File: src/rtl/sram_ctrl_pkg.sv
`timescale 1ns/1ps
package sram_ctrl_pkg;

  typedef enum logic [1:0] {
    ST_IDLE,
    ST_READ,
    ST_WRITE,
    ST_RECOVER
  } ctrl_state_e;

  // nanoseconds -> clock cycles, rounded up
  function automatic int unsigned ns_to_cyc(input int unsigned t_ns, input int unsigned clk_ps);
    return (t_ns * 1000 + clk_ps - 1) / clk_ps;
  endfunction

  function automatic int unsigned max_u(input int unsigned a, input int unsigned b);
    return (a > b) ? a : b;
  endfunction

endpackage

File: src/rtl/sram_cyc_timer.sv
`timescale 1ns/1ps
module sram_cyc_timer #(
  parameter int unsigned CNT_W = 4
) (
  input  logic             clk_i,
  input  logic             rst_ni,
  input  logic             clr_i,
  output logic [CNT_W-1:0] elapsed_o
);

  logic [CNT_W-1:0] cnt_q;

  always_ff @(posedge clk_i or negedge rst_ni) begin
    if (!rst_ni)                 cnt_q <= '0;
    else if (clr_i)              cnt_q <= '0;
    else if (cnt_q != {CNT_W{1'b1}}) cnt_q <= cnt_q + 1'b1;
  end

  assign elapsed_o = cnt_q;

endmodule

File: src/rtl/sram_ctrl_fsm.sv
`timescale 1ns/1ps
module sram_ctrl_fsm
  import sram_ctrl_pkg::*;
#(
  parameter int unsigned RD_CYC  = 7,
  parameter int unsigned WR_CYC  = 7,
  parameter int unsigned WP_CYC  = 6,
  parameter int unsigned WOD_CYC = 3,
  parameter int unsigned REC_CYC = 3,
  parameter int unsigned CNT_W   = 4
) (
  input  logic             clk_i,
  input  logic             rst_ni,
  input  logic             req_i,
  input  logic             wr_i,
  input  logic             lowpwr_i,
  input  logic [CNT_W-1:0] elapsed_i,
  output logic             tmr_clr_o,
  output logic             accept_o,
  output logic             rd_sample_o,
  output logic             ready_o,
  output logic             done_o,
  output logic             ce_n_o,
  output logic             oe_n_o,
  output logic             we_n_o,
  output logic             drv_o
);

  ctrl_state_e state_q, state_d;
  logic ce_n_q, oe_n_q, we_n_q, drv_q, done_q;
  logic ce_n_d, oe_n_d, we_n_d, drv_d, done_d;
  logic rd_last, wr_drv_on, wr_last, rec_last;

  assign ready_o   = (state_q == ST_IDLE);
  assign accept_o  = req_i && ready_o;
  assign rd_last   = (state_q == ST_READ)    && (elapsed_i == CNT_W'(RD_CYC - 1));
  assign wr_drv_on = (state_q == ST_WRITE)   && (elapsed_i == CNT_W'(WOD_CYC - 1));
  assign wr_last   = (state_q == ST_WRITE)   && (elapsed_i == CNT_W'(WR_CYC - 1));
  assign rec_last  = (state_q == ST_RECOVER) && (elapsed_i == CNT_W'(REC_CYC - 1));

  always_comb begin
    state_d   = state_q;
    ce_n_d    = ce_n_q;
    oe_n_d    = oe_n_q;
    we_n_d    = we_n_q;
    drv_d     = drv_q;
    done_d    = 1'b0;
    tmr_clr_o = 1'b0;
    unique case (state_q)
      ST_IDLE: begin
        ce_n_d = lowpwr_i;
        oe_n_d = 1'b1;
        we_n_d = 1'b1;
        if (accept_o) begin
          tmr_clr_o = 1'b1;
          ce_n_d    = 1'b0;
          if (wr_i) begin
            state_d = ST_WRITE;
            we_n_d  = 1'b0;
          end else begin
            state_d = ST_READ;
            oe_n_d  = 1'b0;
          end
        end
      end
      ST_READ: begin
        if (rd_last) begin
          done_d    = 1'b1;
          ce_n_d    = lowpwr_i;
          oe_n_d    = 1'b1;
          tmr_clr_o = 1'b1;
          state_d   = ST_RECOVER;
        end
      end
      ST_WRITE: begin
        if (wr_drv_on) drv_d = 1'b1;
        if (wr_last) begin
          // driver released on the same edge write enable rises
          we_n_d    = 1'b1;
          drv_d     = 1'b0;
          done_d    = 1'b1;
          ce_n_d    = lowpwr_i;
          tmr_clr_o = 1'b1;
          state_d   = ST_RECOVER;
        end
      end
      ST_RECOVER: begin
        ce_n_d = lowpwr_i;
        if (rec_last) state_d = ST_IDLE;
      end
      default: state_d = ST_IDLE;
    endcase
  end

  always_ff @(posedge clk_i or negedge rst_ni) begin
    if (!rst_ni) begin
      state_q <= ST_IDLE;
      ce_n_q  <= 1'b1;
      oe_n_q  <= 1'b1;
      we_n_q  <= 1'b1;
      drv_q   <= 1'b0;
      done_q  <= 1'b0;
    end else begin
      state_q <= state_d;
      ce_n_q  <= ce_n_d;
      oe_n_q  <= oe_n_d;
      we_n_q  <= we_n_d;
      drv_q   <= drv_d;
      done_q  <= done_d;
    end
  end

  assign rd_sample_o = rd_last;
  assign done_o      = done_q;
  assign ce_n_o      = ce_n_q;
  assign oe_n_o      = oe_n_q;
  assign we_n_o      = we_n_q;
  assign drv_o       = drv_q;

  // checker: length of the current write-enable low interval
  logic [CNT_W-1:0] wp_cnt_q;
  always_ff @(posedge clk_i or negedge rst_ni) begin
    if (!rst_ni)                     wp_cnt_q <= '0;
    else if (!we_n_q && !ce_n_q)     wp_cnt_q <= wp_cnt_q + 1'b1;
    else                             wp_cnt_q <= '0;
  end

  assert_rd_we_high_R1: assert property (@(posedge clk_i) disable iff (!rst_ni)
    (!ce_n_q && !oe_n_q) |-> we_n_q);

  assert_done_single_R2: assert property (@(posedge clk_i) disable iff (!rst_ni)
    done_q |=> !done_q);

  assert_wr_oe_high_R3: assert property (@(posedge clk_i) disable iff (!rst_ni)
    !we_n_q |-> (oe_n_q && !ce_n_q));

  assert_wp_min_R3: assert property (@(posedge clk_i) disable iff (!rst_ni)
    $rose(we_n_q) |-> (wp_cnt_q >= CNT_W'(WP_CYC)));

  assert_drv_in_pulse_R4: assert property (@(posedge clk_i) disable iff (!rst_ni)
    drv_q |-> (!we_n_q && !ce_n_q));

  assert_drv_late_R4: assert property (@(posedge clk_i) disable iff (!rst_ni)
    $fell(we_n_q) |-> !drv_q);

  assert_busy_R6: assert property (@(posedge clk_i) disable iff (!rst_ni)
    (!we_n_q || !oe_n_q || done_q) |-> !ready_o);

  assert_lowpwr_idle_R7: assert property (@(posedge clk_i) disable iff (!rst_ni)
    $past(ready_o && lowpwr_i && !req_i) |-> ce_n_q);

endmodule

File: src/rtl/sram_ctrl_dpath.sv
`timescale 1ns/1ps
module sram_ctrl_dpath #(
  parameter int unsigned ADDR_W = 15,
  parameter int unsigned DATA_W = 8
) (
  input  logic              clk_i,
  input  logic              rst_ni,
  input  logic              accept_i,
  input  logic              rd_sample_i,
  input  logic              busy_i,
  input  logic [ADDR_W-1:0] addr_i,
  input  logic [DATA_W-1:0] wdata_i,
  input  logic [DATA_W-1:0] ram_dq_i,
  output logic [ADDR_W-1:0] ram_addr_o,
  output logic [DATA_W-1:0] ram_dq_o,
  output logic [DATA_W-1:0] rdata_o
);

  logic [ADDR_W-1:0] addr_q;
  logic [DATA_W-1:0] wdata_q, rdata_q;

  always_ff @(posedge clk_i or negedge rst_ni) begin
    if (!rst_ni) begin
      addr_q  <= '0;
      wdata_q <= '0;
    end else if (accept_i) begin
      addr_q  <= addr_i;
      wdata_q <= wdata_i;
    end
  end

  always_ff @(posedge clk_i or negedge rst_ni) begin
    if (!rst_ni)          rdata_q <= '0;
    else if (rd_sample_i) rdata_q <= ram_dq_i;
  end

  assign ram_addr_o = addr_q;
  assign ram_dq_o   = wdata_q;
  assign rdata_o    = rdata_q;

  assert_addr_hold_R8: assert property (@(posedge clk_i) disable iff (!rst_ni)
    (busy_i && $past(busy_i)) |-> $stable(addr_q));

  assert_wdata_hold_R5: assert property (@(posedge clk_i) disable iff (!rst_ni)
    (busy_i && $past(busy_i)) |-> $stable(wdata_q));

endmodule

File: src/rtl/sram_async_ctrl.sv
`timescale 1ns/1ps
module sram_async_ctrl
  import sram_ctrl_pkg::*;
#(
  parameter int unsigned CLK_PERIOD_PS = 10000,
  parameter bit          LOW_VOLTAGE   = 1'b0,
  parameter int unsigned ADDR_W        = 15,
  parameter int unsigned DATA_W        = 8
) (
  input  logic              clk_i,
  input  logic              rst_ni,
  input  logic              req_i,
  input  logic              wr_i,
  input  logic [ADDR_W-1:0] addr_i,
  input  logic [DATA_W-1:0] wdata_i,
  input  logic              lowpwr_i,
  output logic              ready_o,
  output logic              done_o,
  output logic [DATA_W-1:0] rdata_o,
  output logic [ADDR_W-1:0] ram_addr_o,
  output logic              ram_ce_no,
  output logic              ram_oe_no,
  output logic              ram_we_no,
  output logic [DATA_W-1:0] ram_dq_o,
  output logic              ram_dq_oe_o,
  input  logic [DATA_W-1:0] ram_dq_i
);

  // timing set, nanoseconds
  localparam int unsigned T_RC_NS  = LOW_VOLTAGE ? 200 : 70;
  localparam int unsigned T_AA_NS  = LOW_VOLTAGE ? 200 : 70;
  localparam int unsigned T_OA_NS  = LOW_VOLTAGE ? 100 : 35;
  localparam int unsigned T_WC_NS  = LOW_VOLTAGE ? 200 : 70;
  localparam int unsigned T_WP_NS  = LOW_VOLTAGE ? 140 : 55;
  localparam int unsigned T_DS_NS  = LOW_VOLTAGE ? 130 : 35;
  localparam int unsigned T_WOD_NS = LOW_VOLTAGE ? 60  : 30;
  localparam int unsigned T_OD_NS  = LOW_VOLTAGE ? 60  : 30;

  localparam int unsigned RC_C  = ns_to_cyc(T_RC_NS,  CLK_PERIOD_PS);
  localparam int unsigned AA_C  = ns_to_cyc(T_AA_NS,  CLK_PERIOD_PS);
  localparam int unsigned OA_C  = ns_to_cyc(T_OA_NS,  CLK_PERIOD_PS);
  localparam int unsigned WC_C  = ns_to_cyc(T_WC_NS,  CLK_PERIOD_PS);
  localparam int unsigned WP_C  = max_u(1, ns_to_cyc(T_WP_NS, CLK_PERIOD_PS));
  localparam int unsigned DS_C  = max_u(1, ns_to_cyc(T_DS_NS, CLK_PERIOD_PS));
  localparam int unsigned WOD_C = max_u(1, ns_to_cyc(T_WOD_NS, CLK_PERIOD_PS));
  localparam int unsigned OD_C  = ns_to_cyc(T_OD_NS,  CLK_PERIOD_PS);

  localparam int unsigned RD_CYC  = max_u(1, max_u(RC_C, max_u(AA_C, OA_C)));
  localparam int unsigned WR_CYC  = max_u(WC_C, max_u(WP_C, WOD_C + DS_C));
  localparam int unsigned REC_CYC = max_u(1, OD_C);
  localparam int unsigned MAX_CYC = max_u(RD_CYC, max_u(WR_CYC, REC_CYC));
  localparam int unsigned CNT_W   = $clog2(MAX_CYC + 2);

  logic [CNT_W-1:0] elapsed;
  logic tmr_clr, accept, rd_sample, ready;

  sram_cyc_timer #(.CNT_W(CNT_W)) i_timer (
    .clk_i     (clk_i),
    .rst_ni    (rst_ni),
    .clr_i     (tmr_clr),
    .elapsed_o (elapsed)
  );

  sram_ctrl_fsm #(
    .RD_CYC  (RD_CYC),
    .WR_CYC  (WR_CYC),
    .WP_CYC  (WP_C),
    .WOD_CYC (WOD_C),
    .REC_CYC (REC_CYC),
    .CNT_W   (CNT_W)
  ) i_fsm (
    .clk_i       (clk_i),
    .rst_ni      (rst_ni),
    .req_i       (req_i),
    .wr_i        (wr_i),
    .lowpwr_i    (lowpwr_i),
    .elapsed_i   (elapsed),
    .tmr_clr_o   (tmr_clr),
    .accept_o    (accept),
    .rd_sample_o (rd_sample),
    .ready_o     (ready),
    .done_o      (done_o),
    .ce_n_o      (ram_ce_no),
    .oe_n_o      (ram_oe_no),
    .we_n_o      (ram_we_no),
    .drv_o       (ram_dq_oe_o)
  );

  sram_ctrl_dpath #(.ADDR_W(ADDR_W), .DATA_W(DATA_W)) i_dpath (
    .clk_i       (clk_i),
    .rst_ni      (rst_ni),
    .accept_i    (accept),
    .rd_sample_i (rd_sample),
    .busy_i      (!ready),
    .addr_i      (addr_i),
    .wdata_i     (wdata_i),
    .ram_dq_i    (ram_dq_i),
    .ram_addr_o  (ram_addr_o),
    .ram_dq_o    (ram_dq_o),
    .rdata_o     (rdata_o)
  );

  assign ready_o = ready;

endmodule

File: config.mk
export PLATFORM = sky130hd
export DESIGN_NAME = sram_async_ctrl
export DESIGN_NICKNAME = d
export VERILOG_FILES = /design/src/rtl/sram_ctrl_pkg.sv /design/src/rtl/sram_cyc_timer.sv /design/src/rtl/sram_ctrl_fsm.sv /design/src/rtl/sram_ctrl_dpath.sv /design/src/rtl/sram_async_ctrl.sv
export SDC_FILE = /design/constraint.sdc
export NUM_CORES = 1
export LEC_CHECK = 0
export ABC_CLOCK_PERIOD_IN_PS = 2100
export BUFFER_PORTS_ARGS = -buffer_cell sky130_fd_sc_hd__buf_2
export CAP_MARGIN = 10
export CORE_AREA = 2 2 65 67
export CTS_CLUSTER_SIZE = 30
export DETAILED_ROUTE_END_ITERATION = 10
export DIE_AREA = 0 0 67 69
export PLACE_DENSITY_LB_ADDON = 0.12
export SYNTH_ARGS = -nofsm -noshare
export SYNTH_HDL_FRONTEND = slang
export SYNTH_SLANG_ARGS = --single-unit
File: constraint.sdc
create_clock -name clk_i -period 2.1 [get_ports clk_i]
set_input_delay 0.105 -clock clk_i [delete_from_list [all_inputs] [get_ports clk_i]]
set_output_delay 0.105 -clock clk_i [all_outputs]
set_load 0.03 [all_outputs]
==> results of run 1 <==
## per-stage QoR
| step | power [W] | cell area [um^2] |
|---|---|---|
| floorplan | 0.00304 | 1790 |
| global route | 0.00442 | 2310 |
| global placement | 0.00356 | 2200 |
| CTS | 0.00419 | 2310 |
| detailed placement | 0.00364 | 2200 |
| finish | 0.00413 | 2310 |
## final cells by class
cell class | count | area, um^2
clock inverter | 2 | 12.5
multi-input combinational | 80 | 707
inverter | 5 | 18.8
tap | 50 | 62.6
clock buffer | 6 | 82.6
timing repair buffer | 73 | 370
fill | 344 | 1610
sequential | 42 | 1050
## synth_stat cells
cell type,n,area (um^2)
dfrtp_1,39,976
mux2_2,31,349
o21ai_0,11,55.1
ha_1,7,87.6
inv_1,5,18.8
nor2_1,5,18.8
nand3_1,4,20.0
dfstp_2,3,78.8
nand2_1,3,11.3
buf_2,2,10.0
mux2i_1,2,20.0
nand3b_1,2,15.0
nor3_1,2,10.0
or2b_1,2,15.0
a211oi_1,1,7.51
a21oi_2,1,8.76
a31oi_1,1,6.26
and3b_4,1,12.5
nand2_2,1,6.26
nand2_4,1,11.3
nand3_2,1,10.0
nor3b_1,1,7.51
o21a_1,1,7.51
o21bai_4,1,18.8
xnor2_1,1,8.76
## state kept, by name (all words and copies together) (netlist names)
signal              count
i_fsm.ce_n_o            1
i_fsm.drv_o             1
i_fsm.done_o            1
i_fsm.state_q           2
i_dpath.ram_dq_o        8
i_dpath.ram_addr_o     15
i_dpath.rdata_o         8
i_fsm.we_n_o            1
i_timer.elapsed_o       4
i_fsm.oe_n_o            1
## worst min path at each step
stage,slack [ns],to,from,cells after the start
after floorplan,-0.19,i_dpath.ram_addr_o[0],rst_ni,0
after global placement,0.27,i_fsm.done_o,rst_ni,1
after detailed placement,0.28,i_dpath.ram_addr_o[13],rst_ni,1
after CTS,0.03,i_fsm.ce_n_o,lowpwr_i,3
after global routing,0.02,i_dpath.ram_addr_o[10],addr_i[10],2
final,0.04,i_fsm.ce_n_o,lowpwr_i,3
## where the power goes
group | switching (W) | leakage [nW] | internal [W]
registers | 0.000231 | 0.494 | 0.00124
clock network | 0.000262 | 0.0472 | 0.000264
logic | 0.00133 | 0.602 | 0.000799
total | 0.00182 | 1.14 | 0.00231
## placed cells by master (no fill, tap or decap), types with 3 or more instances in the layout
master and n:
buf_2 72, clkbuf_8 6, dfrtp_1 39, dfstp_2 3
ha_1 7, inv_1 5, mux2_2 31, nand2_1 3
nand3_1 4, nor2_1 5, o21ai_0 11
## worst max-delay path: cells and delay by family (launching register included)
kind | cells | cell delay [ns]
simple gates | 2 | 0.47
compound gates | 1 | 0.35
fa+ha+maj | 1 | 0.29
buf+inv | 1 | 0.14
flops | 1 | 0.41
## per-layer routing
metal | vias to the layer above | routed length (um)
met5 | - | 0
met4 | 0 | 56
met3 | 6 | 301
met2 | 49 | 1760
met1 | 587 | 1350
li1 | 604 | -
## timing repair
action	4_1_cts	5_1_grt
hold buffers	1	0
buffers inserted	0	0
hold endpoints to repair	39	0
## cells by family (layout without fill, tap and decap cells)
kind of cell	count (synthesis)	after routing	synth area share [%]
AOI/OAI and AO/OA	16	16	5.80
xor gates and xnor gates	1	1	0.489
adders and majority gates	7	7	4.89
buffers and inverters	7	86	1.61
DFF	42	42	58.9
muxes	33	33	20.6
and+or+nand+nor	23	23	7.69
==> impl_metrics.toml, run 1 <==
[timing]
fin_ws_ns = 0.325
finalCriticalPeriod_ns = 1.77
fin_crit_sh_pct = 84.5
setup_viol = 0
skew_ns = 0.00600
max_freq_ghz = 0.564
tns_ns = 0
hold_viol_final = 0
rsz0062_at_grt = "no"
timing.slew.headroom_pct = 39.5
worst_slew_pin_slew_ns = 0.907
hold_ws_ns = 0.0386
slew_viol_final = 0

[critical_path]
required_ns = 2.27
worst_r2r_endpoint = "i_timer.elapsed_o[3]"
crit_chain = "inv_1, ha_1, nand2_2, a21oi_2, nor3_1"
end_kind = "register"
cp_max_fo = 25
arrival_ns = 1.95
cpPeakStageDelay_ns = 0.41
reg2reg_from = "i_fsm.state_q[1]"
cp-start-kind = "register"
critPathLaunch = "i_fsm.state_q[1]"
rr_worst_depth = 5
path_class = "reg2reg"
r2r_setup_slack_ns = 0.33
critPathCapture = "i_timer.elapsed_o[3]"
critical_path.slowest_cell = "dfrtp_1"

[grt]
busiest_layer = "met2"
antenna_found_initial = 0
grt_pass1_wl_um = 5550
grtUsageMet2_pct = 27.9
grt_remaining_overflow = 0
grt_pass1_vias = 1256
met1_usage_pct = 17.7
grt_max_degree = 43
grt_usage_pct = 16.1
gr-usage-met3_pct = 5.38

[synth]
syn_avg_cell_area_um2 = 13.9
ys_types = 25
netlist_instances = 129
ys_seq_area_share_pct = 58.9
synth_nets = 172
ys_seq_elements = 42
yosys_warnings = 0
synth_area_um2 = 1790

[cts]
cts_num_sinks = 42
cts_tree = "built"
clockBufferDepth = 2
cts_root_buf = "clkbuf_8"
cts-resized-gates = 0
worst_skew_pair.late_latency_ns = 0.29
cts-htree-levels = 2
clk_pin_slew_ns = 0.08
cts_made_buffers = 5

[placed_design]
port_buffers = 72
hpwl_um = 2630
gp_congestion = 0.761
dpl_worst_slack_ns = 0.341
dp.cells = 249

[run_status]
status = "finished clean"

[final_layout]
area_delta_synth_final_pct = 28.9
diodes = 0
drive_gt1_share_pct = 57.7
fin_cells = 258
layout.nets = 250
final_util_pct = 59.0

[power_and_ir_drop]
p_leak_nw = 1.14
power.density_nw_per_um2 = 1790
ir_worst_vdd_mv = 0.749

[worst_hold_path]
hold_path.class = "in2reg"

[die]
num_rows = 23
core_area_um2 = 3910
ios = 73
die_w_um = 67
die_h_um = 69
initial_core_util_pct = 45.7
die_area_um2 = 4620

[route]
wl_um = 3460
num_vias = 1246
dr.pass1.iters = 2
viasPerCell = 4.83
post-route-drc-count = 0
drt_iter0_drc = 23
ant_nets = 0
post_drt_wl_per_cell_um = 13.4

[run]
cap_violations = 0
(Power assumes the default switching activity.)
==> run 2: changes to the inputs <==
--- a/config.mk
+++ b/config.mk
@@ -5,7 +5,7 @@
 export SDC_FILE = /design/constraint.sdc
 export NUM_CORES = 1
 export LEC_CHECK = 0
-export ABC_CLOCK_PERIOD_IN_PS = 2100
+export ABC_CLOCK_PERIOD_IN_PS = 1900
 export BUFFER_PORTS_ARGS = -buffer_cell sky130_fd_sc_hd__buf_2
 export CAP_MARGIN = 10
 export CORE_AREA = 2 2 65 67
==> constraint.sdc (replaced) <==
create_clock -name clk_i -period 1.9 [get_ports clk_i]
set_input_delay 0.095 -clock clk_i [delete_from_list [all_inputs] [get_ports clk_i]]
set_output_delay 0.095 -clock clk_i [all_outputs]
set_load 0.03 [all_outputs]
==> run 2 against run 1 <==
Count of clock-buffer cells in the layout did not move. Hold slack worse by 0.0081 ns. Global-route usage is 1.0 points higher. Wire length rose by 6.8%. Via count rose by 3.6%. Sequential power is 12% higher. Critical endpoint is now i_timer.elapsed_o[2]. Largest power group unchanged.
==> impl_metrics.toml, run 2 (synthesized netlist as in run 1, its figures left out) <==
[run_status]
status = "finished clean"

[grt]
grt_usage_pct = 17.1
grt_pass1_wl_um = 6070
grt_max_degree = 26
grt_pass1_vias = 1321
antenna_found_initial = 0
grt_remaining_overflow = 0

[critical_path]
arrival_ns = 1.81
rr_worst_depth = 6
critical_path.slowest_cell = "dfrtp_1"
reg2reg_from = "i_fsm.state_q[0]"
crit_chain = "inv_1, ha_1, nand2_2, buf_12, a21oi_2, nor3_1"
r2r_setup_slack_ns = 0.25
required_ns = 2.07
cp-start-kind = "register"
path_class = "reg2reg"
cp_max_fo = 25
end_kind = "register"
path_buf_inv = 2
worst_r2r_endpoint = "i_timer.elapsed_o[2]"
cpPeakStageDelay_ns = 0.41
path_delay_family = "flip-flops"

[timing]
hold_ws_ns = 0.0305
finalCriticalPeriod_ns = 1.65
setup_viol = 0
timing.slew.headroom_pct = 78.6
max_freq_ghz = 0.607
fin_ws_ns = 0.251
slew_viol_final = 0
skew_ns = 0.00399
tns_ns = 0
hold_viol_final = 0
fin_crit_sh_pct = 86.8
rsz0062_at_grt = "no"
worst_slew_pin_slew_ns = 0.322

[placed_design]
dpl_worst_slack_ns = 0.327
dp.cells = 252
gp_congestion = 0.744
hpwl_um = 2880
placed_cell_area_um2 = 2240
port_buffers = 72

[die]
die_area_um2 = 4620
ios = 73
num_rows = 23
core_area_um2 = 3910
initial_core_util_pct = 45.7
die_h_um = 69
die_w_um = 67

[cts]
cts-resized-gates = 0
worst_skew_pair.late_latency_ns = 0.29
clockBufferDepth = 2
clk_pin_slew_ns = 0.07
cts_root_buf = "clkbuf_8"
cts_num_sinks = 42
cts-htree-levels = 2
cts_tree = "built"
cts_made_buffers = 5

[final_layout]
largest_reg_flops = 15
layout_commonest_cell = "buf_2"
area_delta_synth_final_pct = 31.7
fillers = 355
drive_gt1_share_pct = 57.8
diodes = 0
final_design_area_no_fill_um2 = 2360
fin_cells = 261
layout.nets = 253
layout_common_cells = "buf_2 (72), dfrtp_1 (39), mux2_2 (31)"

[route]
post-route-drc-count = 0
dr.pass1.iters = 4
wl_um = 3700
drt_iter0_drc = 33
viasPerCell = 4.95
ant_nets = 0
post_drt_wl_per_cell_um = 14.2
num_vias = 1291

[worst_hold_path]
min_to = "i_fsm.ce_n_o"
hp-start = "lowpwr_i"
hold_path.class = "in2reg"
hold_path_depth = 3

[run]
cap_violations = 0

[power_and_ir_drop]
power.density_nw_per_um2 = 2000
p_leak_nw = 1.17
ir_worst_vdd_mv = 0.837
==> run 2: cell types whose count changed in the layout (fill, tap and decap cells not counted), sizes merged <==
cell / delta
clkinv: -1
bufinv: +1
buf: +3
==> run 2: how the worst max path moves through the flow <==
| stage | startpoint | end | slack (ns) | depth (start not counted) |
|---|---|---|---|---|
| after detailed placement | i_fsm.state_q[1] | i_timer.elapsed_o[2] | 0.33 | 6 |
| final | i_fsm.state_q[0] | i_timer.elapsed_o[2] | 0.25 | 6 |
| after global placement | i_fsm.state_q[0] | i_dpath.ram_addr_o[11] | 0.40 | 5 |
| after floorplan | i_fsm.state_q[0] | i_dpath.ram_addr_o[0] | 0.21 | 5 |
| after global routing | i_fsm.state_q[0] | i_timer.elapsed_o[3] | 0.14 | 6 |
| after CTS | i_fsm.state_q[0] | i_timer.elapsed_o[2] | 0.29 | 6 |
==> run 2: power by group <==
part	total, W	internal (W)	switching [W]
Clock	0.000682	0.000392	0.000290
Combinational	0.00239	0.000911	0.00148
Sequential	0.00164	0.00137	0.000262
==> run 2: cell type report <==
| type | count | area, um^2 | share of cell area [%] |
|---|---|---|---|
| Sequential cell | 42 | 1050 | 44.7 |
| Multi-Input combinational cell | 80 | 707 | 30.0 |
| Timing Repair Buffer | 76 | 405 | 17.2 |
| Clock buffer | 6 | 72.6 | 3.08 |
| Tap cell | 50 | 62.6 | 2.65 |
| Clock inverter | 2 | 37.5 | 1.59 |
| Inverter | 5 | 18.8 | 0.796 |
==> run 2: what timing repair did <==
item                                    in CTS  in global routing
setup buffers                                0                  0
endpoints found under the setup margin       0                  0
hold endpoints to repair                    12                  0
hold buffers                                 1                  0
==> run 2: worst min-delay path, cell delays in order <==
cell and delay, ns:
buf_2 0.10, nand3_1 0.05, o21ai_0 0.07
==> run 2: routing by layer <==
layer | up-vias | global-route usage (%) | part of all wire, %
met1 | 623 | 20.9 | 40
met3 | 5 | 4.89 | 8.4
met2 | 53 | 29.0 | 50
met4 | 0 | 4.76 | 0.97
met5 | - | 0 | 0
li1 | 610 | - | -
==> run 2: metrics by stage <==
step,power [W],utilization (%)
finish,0.00471,60.3
global route,0.00502,60.3
CTS,0.00477,60.3
detailed placement,0.00407,57.2
global placement,0.00397,57.2
floorplan,0.00336,-
==> run 3: changes to the inputs <==
--- a/config.mk
+++ b/config.mk
@@ -8,11 +8,12 @@
 export ABC_CLOCK_PERIOD_IN_PS = 1900
 export BUFFER_PORTS_ARGS = -buffer_cell sky130_fd_sc_hd__buf_2
 export CAP_MARGIN = 10
-export CORE_AREA = 2 2 65 67
+export CORE_AREA = 2 2 66 68
 export CTS_CLUSTER_SIZE = 30
 export DETAILED_ROUTE_END_ITERATION = 10
-export DIE_AREA = 0 0 67 69
+export DIE_AREA = 0 0 68 70
 export PLACE_DENSITY_LB_ADDON = 0.12
 export SYNTH_ARGS = -nofsm -noshare
 export SYNTH_HDL_FRONTEND = slang
+export SYNTH_HIERARCHICAL = 1
 export SYNTH_SLANG_ARGS = --single-unit
==> run 3 against run 2 <==
Hold slack improved by 0.0023 ns. Via count rose by 0.62%. Cell count up 1.1%. Global-route usage decreased by 0.89 points. Utilization down 2.0 points. Largest power group unchanged. Power rose by 5.1%.
==> impl_metrics.toml, run 3 <==
[run_status]
status = "finished clean"

[die]
initial_core_util_pct = 43.5
die_area_um2 = 4760
die_h_um = 70
die_w_um = 68
num_rows = 24
ios = 73
core_area_um2 = 4140

[critical_path]
cp-start-kind = "register"
end_kind = "register"
path_class = "reg2reg"
cp_max_fo = 9
required_ns = 2.08
rr_worst_depth = 3
cpPeakStageDelay_ns = 0.47
crit_chain = "and4bb_4, and2_1, mux2_2"
critical_path.slowest_cell = "dfrtp_1"
arrival_ns = 1.88

[power_and_ir_drop]
swShare_pct = 41.5
clockPowerShare_pct = 17.4
p_int_w = 0.00289
comb_power_share_pct = 49.3
pwr-share-seq_pct = 33.3
switchingPower_w = 0.00206
ir_worst_vdd_mv = 0.764
p_leak_nw = 1.20
power.density_nw_per_um2 = 2050

[timing]
slew_viol_final = 0
timing.slew.headroom_pct = 66.8
max_freq_ghz = 0.586
fin_crit_sh_pct = 89.8
fin_ws_ns = 0.194
finalCriticalPeriod_ns = 1.71
tns_ns = 0
setup_viol = 0
skew_ns = 0.00485
hold_viol_final = 0
rsz0062_at_grt = "no"
worst_slew_pin_slew_ns = 0.491

[final_layout]
layout_commonest_cell = "buf_2"
drive_gt1_share_pct = 59.0
layout.nets = 252
largest_reg_flops = 15
final_util_pct = 58.2
layout_common_cells = "buf_2 (72), dfrtp_1 (39), mux2_2 (31)"
diodes = 0
area_delta_synth_final_pct = 33.7

[grt]
grt_usage_pct = 16.2
grt_pass1_vias = 1254
grt_remaining_overflow = 0
grt_max_degree = 24
grt_pass1_wl_um = 5710
antenna_found_initial = 0

[placed_design]
hpwl_um = 2870
port_buffers = 72
gp_congestion = 0.764
dpl_worst_slack_ns = 0.189

[route]
ant_nets = 0
num_vias = 1299
drt_iter0_drc = 64
post-route-drc-count = 0
viasPerCell = 4.92
wl_um = 3740
dr.pass1.iters = 4
post_drt_wl_per_cell_um = 14.1

[worst_hold_path]
hold_path.class = "in2reg"
hold_path_depth = 2

[cts]
cts_num_sinks = 42
cts_root_buf = "clkbuf_8"
cts_made_buffers = 5
worst_skew_pair.late_latency_ns = 0.29
cts_tree = "built"
cts-resized-gates = 0
clk_pin_slew_ns = 0.08
cts-htree-levels = 2
clockBufferDepth = 2

[run]
cap_violations = 0

[synth]
synth_nets = 169
yosys_warnings = 6
synth_area_um2 = 1800
netlist_instances = 128
syn_avg_cell_area_um2 = 14.1
-- run 3: critical path: cells and delay by family (launching register included) --
kind	cells	cell delay [ns]
multiplexers	1	0.38
AND/OR/NAND/NOR	2	0.74
flip-flops	1	0.47
-- run 3: worst paths after layout --
check	startpoint	endpoint	slack, ns
max	i_timer/elapsed_o[0]	i_dpath/rdata_o[4]	0.19
max reg2reg	i_timer/elapsed_o[0]	i_dpath/rdata_o[4]	0.19
min reg2reg	i_fsm/ce_n_o	i_fsm/ce_n_o	0.49
max in group asynchronous	rst_ni	i_fsm/oe_n_o	1.11
min in group asynchronous	rst_ni	i_timer/elapsed_o[2]	0.23
min	ram_dq_i[2]	i_dpath/rdata_o[2]	0.03
-- run 3: repair_timing --
action / CTS / global route
endpoints found under the hold margin: 20 / 0
endpoints found under the setup margin: 0 / 0
hold buffers: 1 / 0
buffers inserted: 0 / 0
-- run 3: cell type report --
cell class	count	area, um^2
clock inverter	2	60.1
clock buffer	6	82.6
multi-input combinational	77	699
inverter	6	22.5
sequential	42	1050
fill	362	1730
timing repair buffer	79	428
tap	52	65.1
-- run 3: power groups by stage --
stage / Combinational (W) / Clock (W) / Sequential (W)
global placement: 0.00240 / 0 / 0.00163
finish: 0.00244 / 0.000859 / 0.00165
detailed placement: 0.00247 / 0 / 0.00166
floorplan: 0.000986 / 0 / 0.00242
global route: 0.00264 / 0.000933 / 0.00171
CTS: 0.00247 / 0.000886 / 0.00165
-- run 3: per-stage QoR --
step	hold WS (ns)	power [W]	cells	instance area (um^2)
3_5_place_dp	-0.0161	0.00413	255	2260
3_3_place_gp	-0.0111	0.00404	255	2260
6_report	0.0328	0.00495	264	2410
4_1_cts	0.0215	0.00501	264	2410
5_1_grt	0.0113	0.00527	264	2410
2_1_floorplan	-0.201	0.00340	128	1800
-- run 3: layer usage --
layer | routed length [um] | part of all wire (%) | GRT usage (%)
met5 | 0 | 0 | 0
met4 | 17 | 0.46 | 5.33
met3 | 312 | 8.4 | 6.44
met2 | 1830 | 49 | 25.8
met1 | 1580 | 42 | 19.9
